`src/rtl/serial_rx_pkg.sv`:
```
package serial_rx_pkg;

    typedef enum logic [2:0] {
        RX_IDLE,
        RX_START,
        RX_DATA,
        RX_PARITY,
        RX_STOP,
        RX_WAIT_HIGH
    } rx_state_e;

    // rate ticks per bit time; samples are taken on the first three
    localparam int TICKS_PER_BIT = 4;
    localparam int TICK_CNT_W    = $clog2(TICKS_PER_BIT);

endpackage

```
`src/rtl/rx_line_sync.sv`:
```
module rx_line_sync #(
    parameter int STAGES = 2
) (
    input  logic clk,
    input  logic rst_n,
    input  logic din,
    output logic dout,
    output logic fall
);
    logic [STAGES-1:0] chain_q;
    logic              prev_q;

    always_ff @(posedge clk or negedge rst_n) begin
        if (!rst_n) begin
            chain_q <= '1;
            prev_q  <= 1'b1;
        end else begin
            chain_q <= {chain_q[STAGES-2:0], din};
            prev_q  <= chain_q[STAGES-1];
        end
    end

    assign dout = chain_q[STAGES-1];
    assign fall = prev_q & ~chain_q[STAGES-1];

endmodule

```
`src/rtl/rx_rate_gen.sv`:
```
module rx_rate_gen #(
    parameter int RATE_W = 16
) (
    input  logic              clk,
    input  logic              rst_n,
    input  logic              clr,
    input  logic [RATE_W-1:0] rate,
    output logic              tick
);
    logic [RATE_W-1:0] acc_q;
    logic [RATE_W:0]   sum;

    assign sum  = {1'b0, acc_q} + {1'b0, rate};
    assign tick = sum[RATE_W] & ~clr;

    always_ff @(posedge clk or negedge rst_n) begin
        if (!rst_n)   acc_q <= '0;
        else if (clr) acc_q <= '0;
        else          acc_q <= sum[RATE_W-1:0];
    end

endmodule

```
`src/rtl/rx_vote3.sv`:
```
module rx_vote3 (
    input  logic [2:0] samp,
    output logic       bit_val
);
    assign bit_val = (samp[0] & samp[1]) | (samp[0] & samp[2]) | (samp[1] & samp[2]);
endmodule

```
`src/rtl/serial_rx_vote.sv`:
```
module serial_rx_vote
    import serial_rx_pkg::*;
#(
    parameter int DATA_W      = 8,
    parameter int RATE_W      = 16,
    parameter int SYNC_STAGES = 2
) (
    input  logic              clk,
    input  logic              rst_n,
    input  logic              rx_line,
    input  logic              run,
    input  logic [RATE_W-1:0] rate_val,
    input  logic              wide_char,
    input  logic              par_en,
    input  logic              par_odd,
    input  logic              two_stop,
    output logic [DATA_W-1:0] rx_data,
    output logic              rx_ready,
    output logic              rx_par_err,
    output logic              rx_fmt_err
);
    localparam int IDX_W = $clog2(DATA_W);

    rx_state_e state_q, state_d;

    logic                  line_s, fall, tick, vote, bit_end, par_bad;
    logic [TICK_CNT_W-1:0] sub_q;
    logic [IDX_W-1:0]      idx_q, last_idx;
    logic                  stop_q, par_q;
    logic [2:0]            samp_q;
    logic [DATA_W-1:0]     shift_q, char_mask;

    rx_line_sync #(.STAGES(SYNC_STAGES)) u_sync (
        .clk  (clk),
        .rst_n(rst_n),
        .din  (rx_line),
        .dout (line_s),
        .fall (fall)
    );

    rx_rate_gen #(.RATE_W(RATE_W)) u_rate (
        .clk  (clk),
        .rst_n(rst_n),
        .clr  ((state_q == RX_IDLE) || (state_q == RX_WAIT_HIGH)),
        .rate (rate_val),
        .tick (tick)
    );

    rx_vote3 u_vote (
        .samp   (samp_q),
        .bit_val(vote)
    );

    always_comb begin
        for (int i = 0; i < DATA_W; i++) begin
            char_mask[i] = (i < DATA_W - 1) ? 1'b1 : wide_char;
        end
    end

    assign last_idx = wide_char ? IDX_W'(DATA_W - 1) : IDX_W'(DATA_W - 2);
    assign bit_end  = tick && (sub_q == TICK_CNT_W'(TICKS_PER_BIT - 1));
    assign par_bad  = (^(shift_q & char_mask)) ^ par_q ^ par_odd;

    // next-state logic
    always_comb begin
        state_d = state_q;
        unique case (state_q)
            RX_IDLE:      if (fall) state_d = RX_START;
            RX_START:     if (bit_end) state_d = vote ? RX_WAIT_HIGH : RX_DATA;
            RX_DATA:      if (bit_end && idx_q == last_idx)
                              state_d = par_en ? RX_PARITY : RX_STOP;
            RX_PARITY:    if (bit_end) state_d = RX_STOP;
            RX_STOP:      if (bit_end && (!vote || !two_stop || stop_q))
                              state_d = RX_WAIT_HIGH;
            RX_WAIT_HIGH: if (line_s) state_d = RX_IDLE;
            default:      state_d = RX_IDLE;
        endcase
        if (!run) state_d = RX_IDLE;
    end

    // state register
    always_ff @(posedge clk or negedge rst_n) begin
        if (!rst_n) state_q <= RX_IDLE;
        else        state_q <= state_d;
    end

    // datapath and event outputs
    always_ff @(posedge clk or negedge rst_n) begin
        if (!rst_n) begin
            sub_q      <= '0;
            idx_q      <= '0;
            stop_q     <= 1'b0;
            par_q      <= 1'b0;
            samp_q     <= '0;
            shift_q    <= '0;
            rx_data    <= '0;
            rx_ready   <= 1'b0;
            rx_par_err <= 1'b0;
            rx_fmt_err <= 1'b0;
        end else begin
            rx_ready   <= 1'b0;
            rx_par_err <= 1'b0;
            rx_fmt_err <= 1'b0;
            if (!run || state_q == RX_IDLE || state_q == RX_WAIT_HIGH) begin
                sub_q   <= '0;
                idx_q   <= '0;
                stop_q  <= 1'b0;
                samp_q  <= '0;
                shift_q <= '0;
            end else if (tick) begin
                sub_q <= sub_q + 1'b1;
                unique case (sub_q)
                    2'd0:    samp_q[0] <= line_s;
                    2'd1:    samp_q[1] <= line_s;
                    2'd2:    samp_q[2] <= line_s;
                    default: begin
                        unique case (state_q)
                            RX_DATA: begin
                                shift_q[idx_q] <= vote;
                                idx_q          <= idx_q + 1'b1;
                            end
                            RX_PARITY: par_q <= vote;
                            RX_STOP: begin
                                if (!vote)                     rx_fmt_err <= 1'b1;
                                else if (two_stop && !stop_q)  stop_q     <= 1'b1;
                                else if (par_en && par_bad)    rx_par_err <= 1'b1;
                                else begin
                                    rx_ready <= 1'b1;
                                    rx_data  <= shift_q & char_mask;
                                end
                            end
                            default: ;
                        endcase
                    end
                endcase
            end
        end
    end


    one_event_chk: assert property (@(posedge clk) disable iff (!rst_n)
        $onehot0({rx_ready, rx_par_err, rx_fmt_err}));


    halt_quiet_chk: assert property (@(posedge clk) disable iff (!rst_n)
        !run |=> !(rx_ready || rx_par_err || rx_fmt_err));


    data_hold_chk: assert property (@(posedge clk) disable iff (!rst_n)
        !$stable(rx_data) |-> rx_ready);


    par_off_chk: assert property (@(posedge clk) disable iff (!rst_n)
        rx_par_err |-> $past(par_en));


    fmt_from_stop_chk: assert property (@(posedge clk) disable iff (!rst_n)
        rx_fmt_err |-> $past(state_q) == RX_STOP);

endmodule

```
`config.mk`:
```
export PLATFORM = sky130hd
export DESIGN_NAME = serial_rx_vote
export DESIGN_NICKNAME = d
export VERILOG_FILES = /design/src/rtl/serial_rx_pkg.sv /design/src/rtl/rx_line_sync.sv /design/src/rtl/rx_rate_gen.sv /design/src/rtl/rx_vote3.sv /design/src/rtl/serial_rx_vote.sv
export SDC_FILE = /design/constraint.sdc
export NUM_CORES = 1
export LEC_CHECK = 0
export CAP_MARGIN = 20
export CORE_MARGIN = 5
export CORE_UTILIZATION = 56
export DETAILED_ROUTE_END_ITERATION = 6
export PLACE_DENSITY = 0.88
export SLEW_MARGIN = 20
export SYNTH_ARGS = -nofsm -noshare
export SYNTH_HDL_FRONTEND = slang
export SYNTH_HIERARCHICAL = 1
export SYNTH_SLANG_ARGS = --single-unit
```
`constraint.sdc`:
```
create_clock -name clk -period 3.7 [get_ports clk]
set_input_delay 0.555 -clock clk [delete_from_list [all_inputs] [get_ports clk]]
set_output_delay 0.555 -clock clk [all_outputs]
set_load 0.02 [all_outputs]
```
After elaboration in Yosys (flattened, before gate mapping):

Index checks and enable logic that the tools add are counted.

* register bits after elaboration: 51
* input port bits: 24
* output and inout port bits: 11
* word-level logic and storage cells: 143

* $add $sub $neg: 3
* order comparisons: 2
* equality and inequality tests: 16
* multiplexer cells: 55
* bitwise logic cells: 16
* reductions and logical operators: 35

Operators with widths (count)
* two-way mux 3 bit: 15
* two-way mux 8 bit: 4
* two-way mux 1 bit: 30
* case mux 3 bit (6 select lines): 1
* adder 16 x 16 -> 17 bit: 1
* two-way mux 16 bit: 1
* nonzero test 2 bit: 8
* inequality test 3 bit, second input constant: 5
* AND 8 bit: 1
* bitwise mux 8 bit: 1
* parity 8 bit: 1
* AND reduction 7 bit: 1
* equality test 3 x 2 -> 1 bit, second input constant: 2
* equality test 3 bit, second input constant: 2
* logical AND 1 bit: 6
* inverter 1 bit: 6
* AND reduction 2 bit: 3
* AND reduction 6 bit: 1
* AND 1 bit: 5
* logical OR 1 bit: 5
* AND reduction 5 bit: 1
* equality test 2 bit, second input constant: 2
* logical NOT 1 bit: 4
* less-than comparator 3 x 4 -> 1 bit, second input constant: 1
* other kinds (17): 20

Logic depth before layout (Yosys ltp):

Gate-level depths: netlist (run 1).

* word-level depth: 12
* depth in mapped cells: 15
* depth with buffers taken out: 14

Hierarchy:

The synthesis (run 1) kept the hierarchy.

Modules (own cells, without submodules)
* serial_rx_vote: times used 1, cells each 163, area each 1696.6 sq um
* rx_rate_gen: times used 1, cells each 134, area each 1209.9 sq um
* rx_line_sync: times used 1, cells each 4, area each 92.6 sq um
* rx_vote3: times used 1, cells each 1, area each 11.3 sq um

Worst setup path after synthesis (run 1):

Ideal clock, no wire load.

* kind: input to register
* from: in rate_val[0]
* to: reg shift_q[2]
* arrival: 3317 ps
* path slack: 251 ps
* stages: 15
* path buffers: 1
* cells stage by stage: ha_1 > inv_1 > fa_1 > and2b_1 > o211ai_2 > a21oi_1 > a221o_2 > nand3_1 > a21oi_1 > clkbuf_1 > nand2_1 > nor3_1 > and3b_1 > mux2i_1 > nor2_1

* word-level cells in the longest chain between the ends: 4

RTL lines
* start, declared: RTL line serial_rx_vote.sv:12 `input logic [RATE_W-1:0] rate_val,`
* adder 16 x 16 -> 17 bit: RTL line rx_rate_gen.sv:13 `assign sum = {1'b0, acc_q} + {1'b0, rate};`
* AND 1 bit: RTL line rx_rate_gen.sv:14 `assign tick = sum[RATE_W] & ~clr;`
* net tick: RTL line serial_rx_vote.sv:26 `logic line_s, fall, tick, vote, bit_end, par_bad;`
* nonzero test 2 bit (no source line)
* AND reduction 3 bit (no source line)
* end signal, assigned by index: RTL line serial_rx_vote.sv:119 `shift_q[idx_q] <= vote;`
* end, declared: RTL line serial_rx_vote.sv:31 `logic [DATA_W-1:0] shift_q, char_mask;`

The timed path passes the listed nets, and every way through them passes these cells.
A chain may end at the register's enable or synchronous reset.

Worst setup path after layout (run 1):

* from: in rate_val[0]
* to: reg rx_data[4]

* word-level cells in the longest chain between the ends: 3

RTL lines
* adder 16 x 16 -> 17 bit: RTL line rx_rate_gen.sv:13
* AND 1 bit: RTL line rx_rate_gen.sv:14
* net tick: RTL line serial_rx_vote.sv:26
* AND reduction 7 bit (no source line)
* end signal, assigned: RTL line serial_rx_vote.sv:129 `rx_data <= shift_q & char_mask;`
* end, declared: RTL line serial_rx_vote.sv:17 `output logic [DATA_W-1:0] rx_data,`

The timed path passes the listed nets, and every way through them passes these cells.

==> reports/results.txt, run 1 <==
The die boundary height is 83.3 um. Summed over all instances, the cell type with the most area after synthesis is sky130_fd_sc_hd__dfrtp_1. Of all nets on the critical path, the largest fanout is 3.

After detailed routing, the number of remaining DRC violations is 0. In this run the cell area of the synthesized design comes to 0.00301 mm2. The cell family contributing the most delay on the critical path is compound AO/OA/AOI/OAI gates. The number of buffer and inverter instances along the worst setup path is 3, and the count of maximum capacitance violations is 0.

STA classifies the critical path startpoint as a primary input. The run gives 51 as the number of clock sinks seen by CTS. After detailed routing, the total wire length is 6750 um.

In the final design database the tool counted 396 nets. The count of standard-cell rows was 26; the estimated wirelength of the detail-placed design was 4760 um. The first global-routing pass estimated 11600 um of wire. Counting buffers and inverters, the worst setup path is 16 cells deep.

At the pin with the least slew margin, the transition time is 791 ps. The synthesis warning total is 6. The critical path goes through clkdlybuf4s50_1, ha_1, inv_1, fa_1, and2b_1, o211ai_2, a21oi_2, a221o_2, nand3_1, a21oi_2, nand3_2, nor3_4, o21ai_2, a21oi_4, buf_4, mux2_2. Clock skew on the completed layout was measured at 14.3 ps.

In this design, the critical path's most frequently occurring cell is sky130_fd_sc_hd__a21oi_2. The worst register-to-register path has a depth of 15. The tools report the number of library cell types mapped by synthesis as 55. In this run the static leakage power is 1.68 nW. The post-synthesis async set-or-reset flop share was 100%; the maximum number of pins on one net before global-route repair was 30. The detailed router finished its first iteration with 192 violations.

Cells fill 71.4% of the core in the end. In this run, synthesis inferred 0 flip-flops with an integrated enable. Power spread over the standard cell area amounts to 544 mW/mm2. The cell with the biggest individual delay on the critical path was sky130_fd_sc_hd__clkdlybuf4s50_1. Capturing element type of the critical path: a register. The first detailed-routing pass ran for 5 iterations. For the worst setup path, the data arrival time is 3760 ps. The run gives 0 as the total of hold buffers inserted after clock tree synthesis. STA puts the critical path data required time at 3910 ps. For this run, the total global-route usage over all layers was measured as 19.9%.

The clock insertion delay at the later pin of the skew report came out at 320 ps. The tightest min-delay check is of the in -> async type. The area growth from synthesis to layout is 22.6%. The share of layout cells above drive strength 1 was 15.1%. The count of buffers added on input and output ports is 34. The clock slew seen by the registers of the worst setup and hold paths works out to 100 ps.

After layout, the worst path uses 95.9% of the clock period. The time the final worst path needs with I/O delays and setup came out at 3550 ps. Once placement completed, the tool counted placed cells totaling 409. The run gives 0 as the total of endpoints with negative setup slack in the final report. The final-report max-slew violation count was 0; the via count of the first global-routing pass was 2481. The run gives 0.00517 mm2 as the floorplan core area. The worst setup path is of the in -> reg kind. The share of synthesized area in the top cell type comes to 39.9%. After detailed routing, the average wire length per cell comes to 16.1 um. The count of mapped cells out of synthesis came out at 302.

Fill cells in the final layout number 344. The clock tree root buffer cell was sky130_fd_sc_hd__clkbuf_8. Post-synthesis net count: 349. The horizontal extent of the die came out at 83.3 um. The tools report the total die area as 0.00694 mm2. Routability-driven placement finished with a final weighted congestion of 0.851. Derived from the worst setup path, the maximum achievable clock frequency is 0.282 GHz. For this run, the leading register cell type out of synthesis is sky130_fd_sc_hd__dfrtp_1. For the via count, the log shows 2460. Excluding fillers, the count of instances in the completed layout stands at 420. TritonCTS built the clock tree. In this run the remaining antenna-violating nets after routing total 0.

The diode insertion count for antenna repair is 0. For this configuration, the core starts out at a cell density of 58.2%. In this run, synthesis produced a sequential element count of 51.

VDD sags by at most 0.303 mV. The worst slew slack as a fraction of its limit is 47.3%. Clock tree synthesis inserted a total of 5 buffers. The tools report the final number of hold-violating endpoints as 0. The tools report the number of I/O pins as 35. For this run, the register share of the synthesized area comes to 42.5%. In the post-synthesis netlist, the biggest area contributors are sky130_fd_sc_hd__dfrtp_1, sky130_fd_sc_hd__ha_1, sky130_fd_sc_hd__mux2i_1, sky130_fd_sc_hd__xnor2_1, sky130_fd_sc_hd__nor2_1. For this run, the slowest stage of the critical path takes 460 ps. Counting along the longest clock path gives a buffer depth of 2. The detail-routed via count per cell works out to 5.86. The mean instance size in the synthesized netlist works out to 9.97 um2. For the number of antenna violations at the first check in global routing, the log shows 0. The run finished with clean final reports. CTS built an H-tree with a depth of 2. After global routing the overflow that remains totals 0.
[cells by family (layout without fill, tap and decap cells)]
kind of cell,count (synthesis),after routing,synth area share [%]
AO/OA/AOI/OAI,58,58,12.5
XOR/XNOR,22,22,6.86
adder cells (fa/ha/maj),24,24,10.2
buffers and inverters,24,72,3.12
flip-flops,51,51,42.5
multiplexers,21,21,7.32
AND/OR/NAND/NOR,102,102,17.5
[registers in the layout (all words and copies together) (netlist names), 2 cells and up]
register	cells
u_rate/acc_q	16
sub_q	2
idx_q	3
u_sync/chain_q	2
samp_q	3
shift_q	8
state_q	3
rx_data	8
[layer usage]
layer | up-vias | GRT usage, % | share of wire [%]
met4 | 0 | 7.73 | 2.1
met5 | - | 0 | 0
met2 | 86 | 32.8 | 51
li1 | 1152 | - | -
met3 | 18 | 4.36 | 5.5
met1 | 1204 | 25.6 | 42
[repair_timing]
item	in CTS	in global routing
buffers inserted	2	1
resized for setup	1	9
pin swaps	0	3
endpoints found under the setup margin	7	20
endpoints found under the hold margin	0	0
[layout by cell type, fill, tap and decap left out, drive strengths merged, types with 5 or more instances in the layout]
master and instances:
nor2 32, clkdlybuf4s50 33, buf 18, nor2b 7, a31oi 6, mux2i 13, mux2 8, xnor2 14
a21oi 22, inv 14, a21o 5, ha 22, clkbuf 5, nand2 18, o21ai 12, xor2 7
nand3 10, dfrtp 48, nor3 8
[metrics by stage]
step / hold slack (ps) / power, mW / TNS, ps / setup slack (ps) / cell area, um2
detailed placement: 347 / 1.58 / -4050 / -417 / 3500
CTS: 275 / 1.99 / 0 / 32.4 / 3640
global route: 315 / 2.15 / -13.8 / -5.80 / 3690
finish: 255 / 2.01 / 0 / 150 / 3690
global placement: 345 / 1.54 / -1730 / -212 / 3490
floorplan: 259 / 1.34 / 0 / 251 / 3010
[final cells by class]
type / count / area (um2) / share of cell area, %
well taps: 70 / 87.6 / 2.37
clock buffers: 5 / 68.8 / 1.86
flip-flops and latches: 51 / 1280 / 34.7
clock inverters: 3 / 46.3 / 1.25
repair buffers: 51 / 475 / 12.9
inverters: 13 / 48.8 / 1.32
multi-input cells: 227 / 1680 / 45.6
[power breakdown]
part	total (mW)	switching, mW	internal [mW]	leakage, nW
sequential	0.701	0.0547	0.647	0.687
combinational	0.903	0.508	0.395	0.936
clock	0.402	0.198	0.204	0.0548
total	2.01	0.761	1.25	1.68
[synthesized netlist by cell type (2+ instances only)]
cell type and n:
sky130_fd_sc_hd__a211oi_1 2, sky130_fd_sc_hd__o21a_1 2, sky130_fd_sc_hd__nand4b_1 2, sky130_fd_sc_hd__nor3b_1 3, sky130_fd_sc_hd__and2_1 2, sky130_fd_sc_hd__nor4_1 3
sky130_fd_sc_hd__o21ai_0 10, sky130_fd_sc_hd__mux2i_1 13, sky130_fd_sc_hd__nand3b_1 3, sky130_fd_sc_hd__ha_1 22, sky130_fd_sc_hd__nand3_1 10, sky130_fd_sc_hd__dfstp_2 3
sky130_fd_sc_hd__mux2_2 7, sky130_fd_sc_hd__nand2_1 18, sky130_fd_sc_hd__xor2_1 7, sky130_fd_sc_hd__nor2_1 31, sky130_fd_sc_hd__and3_1 2, sky130_fd_sc_hd__a31oi_1 6
sky130_fd_sc_hd__dfrtp_1 48, sky130_fd_sc_hd__nand4_1 3, sky130_fd_sc_hd__buf_1 2, sky130_fd_sc_hd__a21oi_1 20, sky130_fd_sc_hd__and3b_1 2, sky130_fd_sc_hd__nor3_1 8
sky130_fd_sc_hd__xnor2_1 14, sky130_fd_sc_hd__a21o_1 5, sky130_fd_sc_hd__o21ai_1 2, sky130_fd_sc_hd__clkbuf_1 6, sky130_fd_sc_hd__nor2b_1 6, sky130_fd_sc_hd__inv_1 13
sky130_fd_sc_hd__buf_2 3
[path summary, 6_finish.rpt]
kind                                              from                          end  slack [ps]
setup / recovery                           rate_val[0]       rx_data[4]$_DFFE_PN0P_         150
hold / removal                                   rst_n   u_rate/acc_q[13]$_DFF_PN0_         250
setup reg to reg             u_rate/acc_q[0]$_DFF_PN0_       rx_data[4]$_DFFE_PN0P_         530
hold reg to reg            u_sync/chain_q[0]$_DFF_PN1_  u_sync/chain_q[1]$_DFF_PN1_         360
max in group asynchronous                        rst_n       shift_q[0]$_DFFE_PN0P_        2700
min in group clk           u_sync/chain_q[0]$_DFF_PN1_  u_sync/chain_q[1]$_DFF_PN1_         360
Power figures use the tool's default switching activity.
==> run 2, diff against run 1 <==
- CORE_MARGIN: 5 -> default
==> reports/results.txt, run 2 (synthesis results as in run 1) <==
The logs give 51 (unchanged) for the number of clock sinks seen by CTS and 52 (+73%) for the maximum number of pins on one net before global-route repair. The tools report the total of hold buffers inserted after clock tree synthesis as 0 (unchanged). The tools report the via count of the first global-routing pass as 2311 (-6.9%).

The run gives 310 ps (about the same) as the clock insertion delay at the later pin of the skew report. The average routed wire per standard cell came out at 14.7 um (-8.6%). In the final layout, the registers with the most flip-flops are u_rate/acc_q: 16 flops, rx_data: 8 flops, shift_q: 8 flops. The overall routed net length came out at 6260 um (-7.3%).

First-iteration detailed-routing DRC count: 118 (-39%). The run gives 0 (unchanged) as the total of endpoints with negative setup slack in the final report. The setup path with the least slack is of type in -> reg. The die boundary height was 75.3 um (-9.6%). The run gives 52.4% (+5.1 points) as the worst slew slack as a fraction of its limit. The tools report the total clock buffers created by CTS as 5 (unchanged).

Most used cell along the critical path: sky130_fd_sc_hd__a21oi_2. The run finished with clean final reports. The detail-routed via count per cell works out to 5.64 (-3.7%). The number of buffer and inverter instances along the worst setup path is 2 (-1), and the final-report max-slew violation count is 0 (unchanged).

Floorplan core area: 0.00514 mm2 (-0.63%). Post-route DRC violation count: 0 (unchanged). The tools report the launching point of the worst reg2reg path as u_rate/acc_q[0]$_DFF_PN0_.

Walking the worst path, the cells encountered are clkdlybuf4s50_1, ha_1, inv_1, fa_1, and2b_1, o211ai_2, a21oi_2, a221o_2, nand3_1, a21oi_2, nand3_2, nor3_4, o21ai_4, a21oi_4, mux2_2. The time the final worst path needs with I/O delays and setup is 3570 ps (+22.2 ps), and the total die area is 0.00567 mm2 (-18%). Area growth from synthesis to layout: 24.0%.

In the layout the commonest cells are sky130_fd_sc_hd__dfrtp_1, sky130_fd_sc_hd__clkdlybuf4s50_1, sky130_fd_sc_hd__nor2_1. The share of layout cells above drive strength 1 was 16.6% (+1.4 points). The power density over the cells was 537 mW/mm2 (-1.2%). The total placed instance area is 0.00352 mm2 (+0.64%), and the required time at the worst-slack endpoint is 3900 ps (about the same). The number of buffers added on ports came out at 34 (unchanged).

The delay of the slowest cell on the worst path was 460 ps (about the same); the via count was 2403 (-2.3%). The horizontal extent of the die came out at 75.3 um (-9.6%). The maximum fanout along the worst path was 5 (+2).

The highest ir drop seen on vdd was 0.298 mV (-1.5%). The min-delay analysis places its worst path in the category in -> async. The post-route fraction of the period consumed by the critical path was 96.5% (+0.60 points); the flop-to-flop setup slack was 510 ps (-20 ps).

The run gives 0 (unchanged) as the overall overflow remaining after global route. TritonCTS built the clock tree. The logs give 0.280 GHz (-0.62%) for the maximum frequency from static timing analysis and 2 (unchanged) for the level count of the clock H-tree. The tools report the weighted congestion at the end of routability-driven global placement as 0.862 (+1.2%).

The first-pass iteration count of the detailed router came out at 4 (-1). Flip-flop count of the largest register after layout: 16 (unchanged). The number of antenna violations at the first check in global routing was 0 (unchanged); the largest clock skew in the final design was 6.22 ps (-8.04 ps). Number of nets with antenna violations after detailed routing: 0 (unchanged).

The run gives 2 (unchanged) as the maximum buffer depth of the clock tree. The slew at the pin with the worst max-slew slack was 714 ps (-77.1 ps). For the starting utilization of the core area, the log shows 58.6% (+0.37 points).

The number of I/O pins was 35 (unchanged); the area of all placed cells without fillers was 0.00373 mm2 (+1.2%). The final number of hold-violating endpoints is 0 (unchanged). The clock slew seen by the registers of the worst setup and hold paths was 90 ps (about the same).

Critical path startpoint category: a primary input. The worst setup path is captured at a register. The final net count came out at 402 (+1.5%). The length in cells of the worst reg-to-reg path works out to 14 (-1). The leakage component of the power is 1.71 nW (+2.0%).

The cell family with the largest share of critical-path delay was compound AO/OA/AOI/OAI gates. For the wire length of the first global-routing pass, the log shows 10100 um (-13%). In this run the critical register-to-register path is captured at rx_data[6]$_DFFE_PN0P_. Ranked by flip-flop count, first place goes to u_rate/acc_q. The tools report the total routing resource utilization after global routing as 23.7% (+3.7 points). The logs give 0 (unchanged) for the count of maximum capacitance violations and 26 (unchanged) for the count of standard-cell rows.

Setup repair after global routing could not meet its margin everywhere. The clock tree root buffer cell is sky130_fd_sc_hd__clkbuf_8. For the final worst hold slack, the log shows 250 ps (-5.33 ps). The cell with the biggest individual delay on the critical path was sky130_fd_sc_hd__clkdlybuf4s50_1.

The library cell used most frequently in the layout, excluding fill and tap cells, is sky130_fd_sc_hd__dfrtp_1. For the diode insertion count for antenna repair, the log shows 0 (unchanged). Estimated wirelength of the detail-placed design: 4360 um (-8.5%). The tools report the critical path data arrival time as 3780 ps (+20 ps).
-- run 2: cell count changes in the layout (fill, tap and decap cells not counted), sizes merged --
cell      previous run  this run
clkinvlp             1         0
clkbuf               5         6
a21oi               22        23
buf                 18        23
-- run 2: cell type report --
| type | count | area, um2 |
|---|---|---|
| clock inverter | 2 | 38.8 |
| tap | 70 | 87.6 |
| inverter | 13 | 48.8 |
| fill | 392 | 1410 |
| clock buffer | 6 | 82.6 |
| multi-input combinational | 228 | 1690 |
| sequential | 51 | 1280 |
| timing repair buffer | 56 | 507 |
-- run 2: timing repair --
action                     CTS  global route
setup endpoints to repair    7            14
cloned                       1             0
pin swaps                    0             6
gates resized for setup      1             9
setup buffers                0             5
-- run 2: how the worst max path moves through the flow --
| stage | to | from | slack, ps | depth (start not counted) |
|---|---|---|---|---|
| after global routing | rx_data[0]$_DFFE_PN0P_ | rate_val[0] | -10 | 15 |
| after CTS | shift_q[4]$_DFFE_PN0P_ | rate_val[0] | 40 | 17 |
| after floorplan | shift_q[2]$_DFFE_PN0P_ | rate_val[0] | 250 | 15 |
| final | rx_data[6]$_DFFE_PN0P_ | rate_val[0] | 130 | 15 |
| after global placement | rx_data[2]$_DFFE_PN0P_ | rate_val[0] | -190 | 15 |
| after detailed placement | rx_data[6]$_DFFE_PN0P_ | rate_val[0] | -330 | 15 |
-- run 2: stage by stage --
step | setup slack [ps] | power, mW | TNS [ps] | std cells | utilization, %
2_1_floorplan | 251 | 1.34 | 0 | 302 | -
3_3_place_gp | -192 | 1.53 | -1610 | 412 | 68.4
3_5_place_dp | -331 | 1.57 | -3310 | 412 | 68.5
4_1_cts | 35.7 | 1.98 | 0 | 421 | 71.0
5_1_grt | -12.5 | 2.15 | -42.7 | 426 | 72.6
6_report | 128 | 2.00 | 0 | 426 | 72.6
-- run 2: where the power goes --
part           internal, mW  switching (mW)  leakage, nW  total, mW
Sequential            0.647          0.0570        0.687      0.704
Combinational         0.400           0.490        0.962      0.890
Clock                 0.222           0.188       0.0618      0.411
-- run 2: layer usage --
metal	track usage [%]	part of all wire (%)
met1	30.6	45
met2	40.3	51
met3	4.89	3.3
met4	7.00	0.78
met5	0	0
